==> config.mk <==
export PLATFORM = sky130hd
export DESIGN_NAME = rx_slot_gate
export DESIGN_NICKNAME = d
export VERILOG_FILES = /design/src/rtl/rsg_pkg.sv /design/src/rtl/rsg_mask_bank.sv /design/src/rtl/rsg_slot_track.sv /design/src/rtl/rsg_flags.sv /design/src/rtl/rx_slot_gate.sv
export SDC_FILE = /design/constraint.sdc
export NUM_CORES = 1
export LEC_CHECK = 0
export BUFFER_PORTS_ARGS = -buffer_cell sky130_fd_sc_hd__buf_4
export CELL_PAD_IN_SITES_DETAIL_PLACEMENT = 1
export CELL_PAD_IN_SITES_GLOBAL_PLACEMENT = 1
export CORE_UTILIZATION = 40
export CTS_CLUSTER_SIZE = 40
export DETAILED_ROUTE_END_ITERATION = 12
export GPL_TIMING_DRIVEN = 0
export PLACE_DENSITY_LB_ADDON = 0.1
export SYNTH_ARGS = -nofsm -noshare
export SYNTH_HDL_FRONTEND = slang
export SYNTH_SLANG_ARGS = --single-unit
==> constraint.sdc <==
create_clock -name clk_i -period 1.9 [get_ports clk_i]
set_input_delay 0 -clock clk_i [delete_from_list [all_inputs] [get_ports clk_i]]
set_output_delay 0 -clock clk_i [all_outputs]
set_load 0.01 [all_outputs]
==> src/rtl/rsg_pkg.sv <==
package rsg_pkg;
  typedef enum logic {
    HALF_LO = 1'b0,
    HALF_HI = 1'b1
  } half_sel_e;

  typedef struct packed {
    logic full;
    logic ovr;
  } rx_flags_t;
endpackage

==> src/rtl/rsg_mask_bank.sv <==
module rsg_mask_bank #(
  parameter int SLOTS  = 32,
  parameter int HALF_W = 16,
  parameter int BUS_W  = 24,
  localparam int NUM_HALF = SLOTS / HALF_W,
  localparam int SEL_W    = (NUM_HALF > 1) ? $clog2(NUM_HALF) : 1
) (
  input  logic             clk_i,
  input  logic             rst_ni,
  input  logic             soft_rst_i,
  input  logic             wr_i,
  input  logic [SEL_W-1:0] sel_i,
  input  logic [BUS_W-1:0] wdata_i,
  input  logic             frame_sync_i,
  output logic [BUS_W-1:0] rdata_o,
  output logic [SLOTS-1:0] active_o
);
  logic [NUM_HALF-1:0][HALF_W-1:0] halves;
  logic [SLOTS-1:0]                shadow;
  logic [SLOTS-1:0]                active_q;

  for (genvar h = 0; h < NUM_HALF; h++) begin : g_half
    logic [HALF_W-1:0] half_q;
    always_ff @(posedge clk_i or negedge rst_ni) begin
      if (!rst_ni)                                   half_q <= '1;
      else if (soft_rst_i)                           half_q <= '1;
      else if (wr_i && (sel_i == SEL_W'(h)))         half_q <= wdata_i[HALF_W-1:0];
    end
    assign halves[h]                   = half_q;
    assign shadow[h*HALF_W +: HALF_W]  = half_q;
  end

  // staged copy: only a frame boundary moves shadow into the gating path
  always_ff @(posedge clk_i or negedge rst_ni) begin
    if (!rst_ni)           active_q <= '1;
    else if (soft_rst_i)   active_q <= '1;
    else if (frame_sync_i) active_q <= shadow;
  end

  always_comb begin
    rdata_o = '0;
    if (int'(sel_i) < NUM_HALF) rdata_o[HALF_W-1:0] = halves[sel_i];
  end

  assign active_o = active_q;
endmodule

==> src/rtl/rsg_slot_track.sv <==
module rsg_slot_track #(
  parameter int SLOTS = 32,
  localparam int SLOT_W = $clog2(SLOTS)
) (
  input  logic              clk_i,
  input  logic              rst_ni,
  input  logic              soft_rst_i,
  input  logic              frame_sync_i,
  input  logic              slot_end_i,
  input  logic [SLOT_W-1:0] frame_last_i,
  output logic [SLOT_W-1:0] slot_o,
  output logic              valid_o
);
  localparam logic [SLOT_W-1:0] TOP_SLOT = SLOT_W'(SLOTS - 1);

  logic [SLOT_W-1:0] slot_q;
  logic              valid_q;
  logic              at_end;

  assign at_end = (slot_q >= frame_last_i) || (slot_q == TOP_SLOT);

  always_ff @(posedge clk_i or negedge rst_ni) begin
    if (!rst_ni) begin
      slot_q  <= '0;
      valid_q <= 1'b0;
    end else if (soft_rst_i) begin
      slot_q  <= '0;
      valid_q <= 1'b0;
    end else if (frame_sync_i) begin
      slot_q  <= '0;
      valid_q <= 1'b1;
    end else if (slot_end_i && valid_q) begin
      if (at_end) valid_q <= 1'b0;
      else        slot_q  <= slot_q + 1'b1;
    end
  end

  assign slot_o  = slot_q;
  assign valid_o = valid_q;
endmodule

==> src/rtl/rsg_flags.sv <==
module rsg_flags
  import rsg_pkg::*;
(
  input  logic clk_i,
  input  logic rst_ni,
  input  logic soft_rst_i,
  input  logic accept_i,
  input  logic rdr_read_i,
  input  logic ovr_clr_i,
  input  logic irq_en_i,
  output logic full_o,
  output logic ovr_o,
  output logic irq_o
);
  rx_flags_t flags_q, flags_d;
  logic      ovr_set;

  // a read in the same cycle consumes the old word, so no overrun
  assign ovr_set = accept_i && flags_q.full && !rdr_read_i;

  always_comb begin
    flags_d = flags_q;
    if (accept_i)        flags_d.full = 1'b1;
    else if (rdr_read_i) flags_d.full = 1'b0;
    if (ovr_set)         flags_d.ovr  = 1'b1;
    else if (ovr_clr_i)  flags_d.ovr  = 1'b0;
  end

  always_ff @(posedge clk_i or negedge rst_ni) begin
    if (!rst_ni)         flags_q <= '0;
    else if (soft_rst_i) flags_q <= '0;
    else                 flags_q <= flags_d;
  end

  assign full_o = flags_q.full;
  assign ovr_o  = flags_q.ovr;
  assign irq_o  = flags_q.full & irq_en_i;
endmodule

==> src/rtl/rx_slot_gate.sv <==
module rx_slot_gate #(
  parameter int SLOTS  = 32,
  parameter int HALF_W = 16,
  parameter int BUS_W  = 24,
  localparam int SLOT_W   = $clog2(SLOTS),
  localparam int NUM_HALF = SLOTS / HALF_W,
  localparam int SEL_W    = (NUM_HALF > 1) ? $clog2(NUM_HALF) : 1
) (
  input  logic              clk_i,
  input  logic              rst_ni,
  input  logic              soft_rst_i,
  input  logic              reg_wr_i,
  input  logic [SEL_W-1:0]  reg_sel_i,
  input  logic [BUS_W-1:0]  reg_wdata_i,
  output logic [BUS_W-1:0]  reg_rdata_o,
  input  logic              frame_sync_i,
  input  logic              slot_end_i,
  input  logic [SLOT_W-1:0] frame_last_i,
  input  logic              rdr_read_i,
  input  logic              ovr_clr_i,
  input  logic              irq_en_i,
  output logic [SLOT_W-1:0] slot_o,
  output logic              slot_valid_o,
  output logic              rx_pin_en_o,
  output logic              rx_accept_o,
  output logic              rx_full_o,
  output logic              rx_ovr_o,
  output logic              irq_o
);
  logic [SLOTS-1:0]  active_mask;
  logic [SLOT_W-1:0] slot_cur;
  logic              slot_live;

  rsg_mask_bank #(.SLOTS(SLOTS), .HALF_W(HALF_W), .BUS_W(BUS_W)) u_bank (
    .clk_i        (clk_i),
    .rst_ni       (rst_ni),
    .soft_rst_i   (soft_rst_i),
    .wr_i         (reg_wr_i),
    .sel_i        (reg_sel_i),
    .wdata_i      (reg_wdata_i),
    .frame_sync_i (frame_sync_i),
    .rdata_o      (reg_rdata_o),
    .active_o     (active_mask)
  );

  rsg_slot_track #(.SLOTS(SLOTS)) u_track (
    .clk_i        (clk_i),
    .rst_ni       (rst_ni),
    .soft_rst_i   (soft_rst_i),
    .frame_sync_i (frame_sync_i),
    .slot_end_i   (slot_end_i),
    .frame_last_i (frame_last_i),
    .slot_o       (slot_cur),
    .valid_o      (slot_live)
  );

  assign rx_pin_en_o = slot_live && active_mask[slot_cur];
  assign rx_accept_o = slot_end_i && rx_pin_en_o;

  rsg_flags u_flags (
    .clk_i      (clk_i),
    .rst_ni     (rst_ni),
    .soft_rst_i (soft_rst_i),
    .accept_i   (rx_accept_o),
    .rdr_read_i (rdr_read_i),
    .ovr_clr_i  (ovr_clr_i),
    .irq_en_i   (irq_en_i),
    .full_o     (rx_full_o),
    .ovr_o      (rx_ovr_o),
    .irq_o      (irq_o)
  );

  assign slot_o       = slot_cur;
  assign slot_valid_o = slot_live;
endmodule

; After elaboration in Yosys (flattened, before gate mapping)
; Cells that the tools add are included.
[op_classes]
n_mux = 23
eq_ne = 2
n_lt_le_gt_ge = 3
add_sub_neg = 1
bitwise_logic = 2
reduce_logical = 18
[op_table]
columns = op, count
row1 = $mux 16, 6
row2 = $mux 32, 2
row3 = $mux 5, 4
row4 = $reduce_bool 3->1, 4
row5 = $mux 1, 9
row6 = $logic_and 1x1->1, 7
row7 = $lt 5x6->1 const B, 1
row8 = $reduce_bool 2->1, 3
row9 = $add 5x1->5 const B, 1
row10 = $bmux 1 s5, 1
row11 = $eq 5x5->1 const B, 1
row12 = $ge 5x5->1, 1
row13 = $reduce_and 2->1, 2
row14 = $ne 3x3->1 const B, 1
row15 = $lt 1x2->1 const B, 1
row16 = $mux 2, 1
row17 = $and 1x1->1, 1
row18 = $logic_not 1->1, 1
row19 = $logic_or 1x1->1, 1
row20 = $not 1->1, 1
[word_totals]
in_bits = 39
wordCells = 56
output_inout_bits = 35
regBits = 72

; Logic depth before layout (Yosys ltp)
; Gate-level depths: netlist (run 1).
[depth]
depth_word = 8
depth_mapped = 8
ltp_nobuf = 7

; By module
; Synthesis (run 1) repeated with hierarchy kept, for this count alone.
[unflattened]
hier_cells = 354
area_unflattened_um2 = 4011.3
[by_module_without_submodules]
columns = module, area_per_inst_um2, n_inst, cells_per_inst
row1 = rsg_mask_bank, 3088.0, 1, 261
row2 = rsg_slot_track, 494.2, 1, 56
row3 = rx_slot_gate, 341.6, 1, 29
row4 = rsg_flags, 87.6, 1, 8

; Worst setup path after synthesis (run 1)
; OpenSTA, ideal clock, no wires.
[synth_path]
kind = register to register
start = register u_track.slot_q[0], in the netlist u_track.slot_o[0]
end = register u_flags.flags_q (netlist bit u_flags.ovr_o)
setup_time_ns = 0.136
arrival_time_ns = 1.952
setup_slack_ns = -0.188
required_time_ns = 1.764
period_less_slack_ns = 2.088
path_stages_with_launch = 6
path_cell_list = dfrtp_1 -> buf_2 -> mux4_2 -> mux4_2 -> mux2i_1 -> o41ai_2
[synth_via]
elab_chain_cells = 8
elab_cells_between_ends = 9
cone_classes = mux (4) / reduce/logical (5)
[synth_lines]
columns = element, line_no
row1 = "start, declared", rsg_slot_track.sv:16  ; logic [SLOT_W-1:0] slot_q;
row2 = "start signal, assigned", rsg_slot_track.sv:34  ; else slot_q <= slot_q + 1'b1;
row3 = $bmux 1 s5 *, rx_slot_gate.sv:57  ; assign rx_pin_en_o = slot_live && active_mask[slot_cur];
row4 = $mux 1 (not written as such) *, rx_slot_gate.sv:57
row5 = $logic_and 1x1->1 *, rx_slot_gate.sv:57
row6 = $logic_and 1x1->1 *, rx_slot_gate.sv:58  ; assign rx_accept_o = slot_end_i && rx_pin_en_o;
row7 = $logic_and 1x1->1 * (2 in a row), rsg_flags.sv:19  ; assign ovr_set = accept_i && flags_q.full && !rdr_read_i;
row8 = $mux 1, rsg_flags.sv:25  ; if (ovr_set) flags_d.ovr = 1'b1;
row9 = $mux 2, rsg_flags.sv:31  ; else if (soft_rst_i) flags_q <= '0;
row10 = "end signal, assigned", rsg_flags.sv:32  ; else flags_q <= flags_d;
row11 = "end, declared", rsg_flags.sv:15  ; rx_flags_t flags_q, flags_d;
; Every way passes the cells marked *; elsewhere a longest branch is shown, timed or not. The select of a mux whose other input is x is not followed.
; A chain may end at the register's enable or synchronous reset.

; Worst setup path after layout (run 1)
[layout_path]
start = register u_track.slot_q[0], in the netlist u_track.slot_o[0]
end = output port rx_accept_o
[layout_via]
elab_chain_cells = 4
[layout_lines]
columns = element, line_no
row1 = $bmux 1 s5, rx_slot_gate.sv:57
row2 = $mux 1 (not written as such), rx_slot_gate.sv:57
row3 = $logic_and 1x1->1, rx_slot_gate.sv:57
row4 = $logic_and 1x1->1, rx_slot_gate.sv:58
row5 = "end, declared", rx_slot_gate.sv:25  ; output logic rx_accept_o,
; No other way between the ends. The select of a mux whose other input is x is not followed.

==> run_results.csv, run 1 <==
group,metric,value,unit
outcome,status,"finished, violations left",
outcome,violations,"negative setup slack",
power_and_ir_drop,irDropWorstVdd,0.000389,V
clock_network,cts.sinks,72,
logic_synthesis,synth_largest_area_cell,"dfstp_2",
clock_network,insertion_delay,350,ps
power_and_ir_drop,pwr-share-clk,41.0,%
setup_path,cp_data_arrival_time,2290,ps
floorplan,rows,35,
clock_network,cts_tree,"done",
global_routing,grt_remaining_overflow,0,
power_and_ir_drop,switching_share,24.2,%
sta,period_minus_slack,2290,ps
logic_synthesis,synth_top_family_by_area,"compound AO/OA/AOI/OAI gates",
min_path,whs_path_depth,3,
sta,skew,8.69,ps
floorplan,start_util,41.6,%
clock_network,clockBufferDepth,2,
logic_synthesis,yosysMostFrequentCell,"a211o_1",
floorplan,die_h,100,µm
final_layout,nNetsFinal,475,
floorplan,dieArea,10000,µm²
logic_synthesis,synth_edf_count,0,
global_routing,met3_usage,2.86,%
global_routing,met2_usage,37.0,%
power_and_ir_drop,p_switching,972,µW
power_and_ir_drop,power.internal,3.04,mW
routing,detail_route.drc_violations,0,
logic_synthesis,synth_xor_area_share,0,%
floorplan,io-pin-count,74,
logic_synthesis,netlist_area,3860,µm²
setup_path,r2r_end,"u_flags.ovr_o",
final_layout,area_delta_synth_final,32.6,%
global_routing,grt_pass1_vias,3164,
logic_synthesis,synthFlopType,"dfstp_2",
setup_path,path_class,"reg2out",
global_routing,grt_pass1_wl,16.9,mm
power_and_ir_drop,p_per_area,784,nW/µm²
power_and_ir_drop,power,4.02,mW
power_and_ir_drop,p_comb_share,15.1,%
placement,gp_congestion,0.777,
setup_path,crit_top_cell,"mux4_2",
setup_path,startpoint,"u_track.slot_o[0]",
final_layout,antenna_cells,0,
logic_synthesis,synth_cell_types,38,
floorplan,die_x,100,µm
placement,io_buffers,55,
logic_synthesis,syn_inst,329,
logic_synthesis,ys_top_cells_by_area,"dfstp_2 (44%), a211o_1 (15%), nor2b_1 (7.3%), dfrtp_1 (5.2%), mux2_1 (4.7%)",
power_and_ir_drop,p_leak,2.11,nW
setup_path,crit_chain,"buf_6 > mux4_2 > mux4_2 > mux2i_4 > nor2_2 > buf_4",
clock_network,root_buffer,"clkbuf_8",
routing,num_vias,2989,
routing,drt-total-wl,10.6,mm
placement,place_inst,520,
clock_network,ctsHtreeMaxLevel,3,
sta,tightest_slew,922,ps
global_routing,use_met1,31.0,%
routing,detail_route.wl_per_cell,18.8,µm
final_layout,utilization,55.1,%
routing,ant_nets,0,
setup_path,critPathBufInv,2,
sta,timing.hold.ws,49.0,ps
final_layout,layout-drive-gt1-share,41.7,%
run,max_cap_violations,0,
power_and_ir_drop,p_seq_share,43.9,%
routing,firstDrtPassIters,4,
setup_path,crit_family,"multiplexers",
final_layout,stdcell_count,563,
min_path,hold_class,"in2reg",
logic_synthesis,synth_compound_area_share,18.3,%
setup_path,start_kind,"register",
global_routing,antenna_found_initial,0,
logic_synthesis,syn_avg_cell_area,11.7,µm²
global_routing,busiest_layer,"met2",
sta,finalCritPeriodShare,120,%
sta,rsz0062_at_grt,"yes",
logic_synthesis,synth-seq-area-share,48.8,%
sta,max_freq,0.437,GHz
clock_network,numCtsBuffers,9,
global_routing,grt_max_degree,73,
logic_synthesis,synthMuxAreaShare,11.9,%
sta,relSlewSlack,38.5,%
routing,drtIter0Drc,114,
logic_synthesis,synth_top_area_share,43.6,%
logic_synthesis,synthSimpleGateAreaFrac,13.5,%
setup_path,max_stage_delay,520,ps
setup_path,cp_slowest_cell,"mux4_2",
sta,hold_viol,0,
sta,drv_slew,0,
placement,place_ws,-302,ps
global_routing,groute.usage.overall,22.5,%
logic_synthesis,synth.ff_latch_count,72,
sta,setup_slack,-388,ps
setup_path,cp.required,1900,ps
floorplan,coreArea,9280,µm²
min_path,whs_endpoint,"u_bank.g_half[1].half_q[1]",
logic_synthesis,async_flop_share,100,%
sta,setup_violations,10,
logic_synthesis,synthAdderAreaFrac,2.27,%
logic_synthesis,synth_top_cells_by_count,"a211o_1 (65), dfstp_2 (64), nor2b_1 (45)",
setup_path,reg2regPathDepth,9,
setup_path,crit_fanout,6,
clock_network,clk_pin_slew_worst_paths,80,ps
logic_synthesis,ys_warn_count,0,
setup_path,r2r-start,"u_track.slot_o[0]",
placement,hpwl,7.45,mm
routing,vias_per_cell,5.31,
setup_path,r2r_slack,-300,ps
min_path,hold_start,"reg_sel_i",
setup_path,endpoint_kind,"primary output",
## kinds of logic (layout without fill, tap and decap cells)
logic type | count (synthesis) | after routing
AOI/OAI and AO/OA | 83 | 83
adders and majority gates | 7 | 7
DFF | 72 | 72
muxes | 35 | 35
other | 1 | 8
and+or+nand+nor | 88 | 88
buffers and inverters | 43 | 141
## state kept, by name (all words and copies together), names as in the netlist
| name | flops |
|---|---|
| u_bank.active_o | 32 |
| u_bank.g_half.half_q | 32 |
| u_track.slot_o | 5 |
| u_flags.full_o | 1 |
| u_flags.ovr_o | 1 |
| u_track.valid_o | 1 |
## worst max path at each step
stage / end / slack [ps] / cells past startpoint
floorplan: u_flags.full_o / -30 / 5
global placement: u_flags.full_o / -290 / 5
detailed placement: u_flags.full_o / -300 / 5
CTS: rx_accept_o / -410 / 6
global route: rx_accept_o / -470 / 6
finish: rx_accept_o / -390 / 6
## layout by cell type, fill, tap and decap left out, types with 2 or more instances in the layout
cell / n
a211o_1: 65
a21oi_2: 2
and2_1: 5
and3_1: 17
buf_4: 69
buf_6: 2
bufinv_16: 4
clkbuf_1: 23
clkbuf_8: 10
clkinvlp_4: 2
conb_1: 8
dfrtp_1: 7
dfstp_2: 64
dlygate4sd3_1: 20
ha_1: 5
inv_1: 5
inv_2: 2
mux2_1: 16
mux2i_1: 10
mux2i_4: 2
mux4_2: 7
nand2_1: 5
nand3_1: 3
nor2_1: 4
nor2b_1: 45
o21ai_1: 4
or2_2: 2
or3_1: 2
## per-stage QoR
| step | TNS, ps | instance area, µm² |
|---|---|---|
| global placement | -1530 | 4500 |
| detailed placement | -1910 | 4500 |
| CTS | -2270 | 5040 |
| global route | -3650 | 5120 |
| floorplan | -51.4 | 3930 |
| finish | -2520 | 5120 |
## final cells by class
type,count,area [µm²]
buffer,34,174
clock buffer,11,141
clock inverter,5,128
fill,1015,4170
inverter,9,37.5
multi-input combinational,221,1920
sequential,72,1880
tap,129,161
timing repair buffer,82,678
## routing by layer
| metal | routed length (µm) | part of all wire, % |
|---|---|---|
| met1 | 5140 | 49 |
| met2 | 5030 | 48 |
| met3 | 257 | 2.4 |
| met4 | 146 | 1.4 |
| met5 | 0 | 0 |
## worst min-delay path: stages
cell and delay (ps):
buf_4 120, and3_1 150, a211o_1 90
## timing repair
item                                    4_1_cts  5_1_grt
gates resized for setup                       7       10
endpoints found under the setup margin       10       10
pin swaps                                     3        8
endpoints found under the hold margin        38        0
hold buffers                                 20        0
cloned                                        0        0
setup buffers                                 5        2
## power groups by stage
stage	combinational, mW	sequential [mW]	clock [mW]
global route	0.664	1.78	1.72
floorplan	0.330	1.75	0
detailed placement	0.542	1.79	0
global placement	0.528	1.78	0
CTS	0.595	1.76	1.67
finish	0.606	1.76	1.65
(Power assumes the default switching activity.)
==> inputs of run 2 (changes only) <==
--- a/config.mk
+++ b/config.mk
@@ -8,7 +8,7 @@
 export BUFFER_PORTS_ARGS = -buffer_cell sky130_fd_sc_hd__buf_4
 export CELL_PAD_IN_SITES_DETAIL_PLACEMENT = 1
 export CELL_PAD_IN_SITES_GLOBAL_PLACEMENT = 1
-export CORE_UTILIZATION = 40
+export CORE_UTILIZATION = 44
 export CTS_CLUSTER_SIZE = 40
 export DETAILED_ROUTE_END_ITERATION = 12
 export GPL_TIMING_DRIVEN = 0
@@ -16,3 +16,4 @@
 export SYNTH_ARGS = -nofsm -noshare
 export SYNTH_HDL_FRONTEND = slang
 export SYNTH_SLANG_ARGS = --single-unit
+export TNS_END_PERCENT = 30
==> constraint.sdc (replaced) <==
create_clock -name clk_i -period 2.3 [get_ports clk_i]
set_input_delay 0 -clock clk_i [delete_from_list [all_inputs] [get_ports clk_i]]
set_output_delay 0 -clock clk_i [all_outputs]
set_load 0.01 [all_outputs]
==> run_results.csv, run 2 (synthesis results as in run 1) <==
group,metric,value,unit
sta,max_freq,0.438,GHz
placement,gp_congestion,0.753,
clock_network,insertion_delay,360,ps
power_and_ir_drop,power,2.95,mW
sta,tightest_slew,919,ps
final_layout,multi_input_area,1830,µm²
power_and_ir_drop,p_seq_share,49.3,%
setup_path,crit_family,"multiplexers",
global_routing,grt_pass1_vias,3092,
min_path,whs_endpoint,"u_bank.g_half[1].half_q[1]",
setup_path,r2r-start,"u_track.slot_o[0]",
setup_path,cp.required,2300,ps
final_layout,fillerInstances,887,
routing,vias_per_cell,5.59,
clock_network,root_buffer,"clkbuf_8",
outcome,status,"complete, no violations",
sta,skew,12.2,ps
routing,firstDrtPassIters,4,
sta,relSlewSlack,38.8,%
setup_path,r2r_slack,120,ps
placement,hpwl,7.29,mm
sta,hold_viol,0,
clock_network,clk_pin_slew_worst_paths,80,ps
setup_path,start_kind,"register",
global_routing,grt_max_degree,73,
setup_path,crit_top_cell,"mux4_2",
sta,period_minus_slack,2280,ps
routing,num_vias,2985,
floorplan,die_x,95.7,µm
final_layout,mostFrequentLayoutCells,"a211o_1 (65), buf_4 (65), dfstp_2 (64), nor2b_1 (45), clkbuf_1 (23)",
routing,drtIter0Drc,132,
setup_path,r2r_end,"u_track.slot_o[3]",
min_path,hold_class,"in2reg",
final_layout,layout-drive-gt1-share,38.2,%
min_path,hold_start,"reg_sel_i",
global_routing,antenna_found_initial,0,
setup_path,cp_data_arrival_time,2280,ps
power_and_ir_drop,p_comb_share,16.1,%
sta,finalCritPeriodShare,99.2,%
sta,setup_violations,0,
placement,dpl-instance-area,4430,µm²
clock_network,numCtsBuffers,9,
final_layout,stdcell_area,4870,µm²
routing,ant_nets,0,
floorplan,coreArea,8340,µm²
sta,rsz0062_at_grt,"yes",
min_path,whs_path_depth,3,
power_and_ir_drop,p_switching,787,µW
clock_network,ctsHtreeMaxLevel,3,
floorplan,rows,33,
placement,io_buffers,55,
power_and_ir_drop,pwr-share-clk,34.6,%
floorplan,io-pin-count,74,
setup_path,crit_fanout,7,
power_and_ir_drop,irDropWorstVdd,0.000357,V
final_layout,regArea,1880,µm²
power_and_ir_drop,power.internal,2.17,mW
setup_path,critPathBufInv,2,
floorplan,dieArea,9150,µm²
run,max_cap_violations,0,
sta,timing.hold.ws,54.6,ps
routing,detail_route.wl_per_cell,19.4,µm
clock_network,cts.sinks,72,
floorplan,die_h,95.7,µm
setup_path,path_class,"reg2out",
setup_path,endpoint_kind,"primary output",
global_routing,grt_remaining_overflow,0,
power_and_ir_drop,p_leak,2.04,nW
sta,drv_slew,0,
clock_network,cts_tree,"done",
final_layout,antenna_cells,0,
setup_path,crit_chain,"buf_6 > mux4_2 > mux4_2 > mux2i_4 > nor2_1 > buf_4",
clock_network,clockBufferDepth,2,
final_layout,area_delta_synth_final,26.3,%
setup_path,max_stage_delay,510,ps
setup_path,cp_slowest_cell,"mux4_2",
routing,drt-total-wl,10.4,mm
final_layout,utilization,58.4,%
global_routing,groute.usage.overall,25.1,%
final_layout,nNetsFinal,470,
routing,detail_route.drc_violations,0,
setup_path,reg2regPathDepth,7,
power_and_ir_drop,switching_share,26.6,%
global_routing,grt_pass1_wl,16.6,mm
power_and_ir_drop,p_per_area,606,nW/µm²
floorplan,start_util,46.3,%
run 2: cell count changes in the layout (fill, tap and decap cells not counted), sizes merged:
cell      delta
buf          -5
clkinvlp     -1
bufinv       -3
inv          +2
clkinv       +2
run 2: power by group through the flow:
stage	sequential [mW]	combinational, mW	clock [mW]
2_1_floorplan	1.45	0.267	0
6_report	1.46	0.475	1.02
4_1_cts	1.46	0.477	1.04
5_1_grt	1.47	0.523	1.09
3_5_place_dp	1.48	0.439	0
3_3_place_gp	1.47	0.428	0
run 2: routing by layer:
| layer | track usage, % | up-vias | share of wire [%] |
|---|---|---|---|
| li1 | - | 1385 | - |
| met1 | 33.8 | 1509 | 47 |
| met2 | 41.3 | 80 | 48 |
| met3 | 3.51 | 11 | 3.6 |
| met4 | 8.96 | 0 | 1.4 |
| met5 | 0 | - | 0 |
run 2: worst min-delay path, delay by kind of cell:
family / cells / cell delay, ps
AO/OA/AOI/OAI: 1 / 90
buffers and inverters: 1 / 120
AND/OR/NAND/NOR: 1 / 160
run 2: cell type report:
cell class                 count  area share (%)
clock buffer                  11            2.90
multi-input combinational    221            37.5
inverter                       9           0.693
clock inverter                 5            1.16
tap                          105            2.70
timing repair buffer          77            12.9
buffer                        34            3.57
sequential                    72            38.6
run 2: stage by stage:
step           TNS (ps)  cells  setup slack (ps)
3_5_place_dp      -57.1    496             -32.0
6_report              0    534              17.7
5_1_grt           -96.4    534             -49.2
4_1_cts               0    534              7.44
3_3_place_gp          0    496              3.09
2_1_floorplan         0    336               212
run 2: how the worst max path moves through the flow:
stage	slack [ps]	startpoint	depth (start not counted)	end
2_1_floorplan	210	u_track.slot_o[0]	5	u_flags.ovr_o
3_3_place_gp	3	u_track.slot_o[1]	5	u_flags.ovr_o
3_5_place_dp	-30	u_track.slot_o[1]	5	u_flags.ovr_o
4_1_cts	7	u_track.slot_o[0]	6	rx_accept_o
5_1_grt	-50	u_track.slot_o[0]	6	rx_pin_en_o
6_report	20	u_track.slot_o[0]	6	rx_accept_o
run 2: repair_timing:
item / CTS / global route
gates resized for setup: 7 / 2
hold buffers: 20 / 0
buffers inserted: 2 / 0
setup endpoints to repair: 4 / 4
endpoints found under the hold margin: 40 / 0
==> inputs of run 3 (changes only) <==
==> constraint.sdc (replaced) <==
create_clock -name clk_i -period 2.3 [get_ports clk_i]
set_input_delay 0.345 -clock clk_i [delete_from_list [all_inputs] [get_ports clk_i]]
set_output_delay 0.345 -clock clk_i [all_outputs]
set_load 0.01 [all_outputs]
==> run_results.csv, run 3 (synthesis results as in run 1) <==
group,metric,value,unit
routing,ant_nets,0,
min_path,hold_class,"in2async",
setup_path,r2r-start,"u_track.slot_o[2]",
setup_path,critPathCapture,"rx_accept_o",
setup_path,reg2regPathDepth,8,
global_routing,grt_pass1_wl,16.6,mm
global_routing,grt_max_degree,73,
power_and_ir_drop,irDropWorstVdd,0.000323,V
sta,hold_viol,0,
power_and_ir_drop,p_leak,1.97,nW
power_and_ir_drop,switching_share,25.9,%
final_layout,stdcell_area,4710,µm²
floorplan,rows,33,
floorplan,start_util,46.3,%
routing,detail_route.drc_violations,0,
setup_path,cp.required,1960,ps
final_layout,mostFrequentLayoutCells,"buf_4 (66), a211o_1 (65), dfstp_2 (64), nor2b_1 (45), clkbuf_1 (23)",
routing,firstDrtPassIters,4,
clock_network,insertion_delay,350,ps
routing,detail_route.wl_per_cell,19.8,µm
placement,hpwl,7.32,mm
power_and_ir_drop,p_per_area,637,nW/µm²
clock_network,clk_pin_slew_worst_paths,80,ps
setup_path,start_kind,"register",
clock_network,ctsHtreeMaxLevel,3,
final_layout,regArea,1880,µm²
setup_path,r2r_end,"u_flags.ovr_o",
final_layout,multi_input_area,1840,µm²
clock_network,numCtsBuffers,9,
sta,period_minus_slack,2650,ps
sta,setup_slack,-349,ps
floorplan,coreArea,8340,µm²
setup_path,max_stage_delay,520,ps
setup_path,crit_top_cell,"mux4_2",
clock_network,cts_tree,"done",
setup_path,r2r_slack,0,ps
final_layout,layout-drive-gt1-share,40.2,%
setup_path,endpoint_kind,"primary output",
clock_network,clockBufferDepth,2,
sta,setup_violations,2,
final_layout,nNetsFinal,451,
placement,dpl-instance-area,4430,µm²
routing,drt-total-wl,10.2,mm
placement,io_buffers,55,
final_layout,fillerInstances,909,
placement,gp_congestion,0.746,
power_and_ir_drop,pwr-share-clk,36.4,%
clock_network,root_buffer,"clkbuf_8",
global_routing,groute.usage.overall,24.7,%
routing,drtIter0Drc,111,
outcome,violations,"negative setup slack",
setup_path,cp_data_arrival_time,2300,ps
floorplan,dieArea,9150,µm²
global_routing,grt_pass1_vias,3055,
setup_path,crit_fanout,7,
sta,relSlewSlack,39.3,%
floorplan,io-pin-count,74,
clock_network,cts.sinks,72,
sta,timing.hold.ws,137,ps
global_routing,grt_remaining_overflow,0,
power_and_ir_drop,p_seq_share,48.6,%
setup_path,cp_slowest_cell,"mux4_2",
sta,finalCritPeriodShare,115,%
power_and_ir_drop,power.internal,2.22,mW
sta,max_freq,0.377,GHz
global_routing,antenna_found_initial,0,
floorplan,die_h,95.7,µm
floorplan,die_x,95.7,µm
power_and_ir_drop,p_switching,777,µW
routing,num_vias,2926,
sta,skew,8.99,ps
final_layout,area_delta_synth_final,22.0,%
power_and_ir_drop,p_comb_share,15.0,%
final_layout,antenna_cells,0,
outcome,status,"finished, violations left",
setup_path,crit_chain,"buf_6 > mux4_2 > mux4_2 > mux2i_4 > nor2_1 > buf_4",
routing,vias_per_cell,5.68,
sta,tightest_slew,910,ps
setup_path,startpoint,"u_track.slot_o[0]",
clock_network,cts_hold_buf,0,
setup_path,path_class,"reg2out",
power_and_ir_drop,power,3.00,mW
run,max_cap_violations,0,
sta,drv_slew,0,
final_layout,layout_commonest_cell,"buf_4",
sta,rsz0062_at_grt,"yes",
[run 3: stage by stage]
stage	instances	TNS, ps	util, %	worst slack (ps)
6_report	515	-689	56.5	-349
5_1_grt	515	-931	56.5	-425
4_1_cts	514	-714	56.1	-360
3_5_place_dp	496	-425	53.2	-221
3_3_place_gp	496	-449	53.2	-235
2_1_floorplan	336	0	-	28.3
[run 3: layout make-up]
type                       count  share of cell area (%)
sequential                    72                    40.0
multi-input combinational    221                    39.1
timing repair buffer          58                    9.25
buffer                        34                    3.69
tap                          105                    2.79
clock buffer                  10                    2.71
clock inverter                 6                    1.78
inverter                       9                   0.718
[run 3: worst min path at each step]
stage | cells after the start | slack [ps] | endpoint | startpoint
after floorplan | 0 | 50 | u_flags.full_o | rst_ni
after CTS | 1 | 160 | u_track.slot_o[1] | rst_ni
final | 1 | 140 | u_track.slot_o[1] | rst_ni
after global placement | 2 | 460 | u_flags.ovr_o | u_flags.ovr_o
after global routing | 2 | 210 | u_track.valid_o | slot_end_i
after detailed placement | 2 | 480 | u_flags.ovr_o | u_flags.ovr_o
[run 3: power by group through the flow]
stage                     combinational (mW)  clock, mW  sequential [mW]
after floorplan                        0.268          0             1.45
after global placement                 0.429          0             1.47
after detailed placement               0.441          0             1.47
after CTS                              0.450       1.12             1.46
after global routing                   0.501       1.16             1.47
final                                  0.451       1.09             1.46
[run 3: timing repair]
| item | 4_1_cts | 5_1_grt |
|---|---|---|
| setup buffers | 2 | 1 |
| endpoints found under the setup margin | 2 | 5 |
| gates resized for setup | 5 | 4 |
| pin swaps | 1 | 0 |
[run 3: routing by layer]
metal	part of all wire (%)	vias to the layer above	routed length (µm)	global-route usage, %
li1	-	1350	-	-
met1	46	1473	4660	34.1
met2	47	90	4810	39.3
met3	5.7	13	583	4.86
met4	1.3	0	132	7.09
met5	0	-	0	0
[run 3: worst max-delay path: cells and delay by family, from the launching register on]
family                 cells  cell delay [ps]
muxes                      3             1220
DFF                        1              370
buffers and inverters      2              310
and+or+nand+nor            1               60
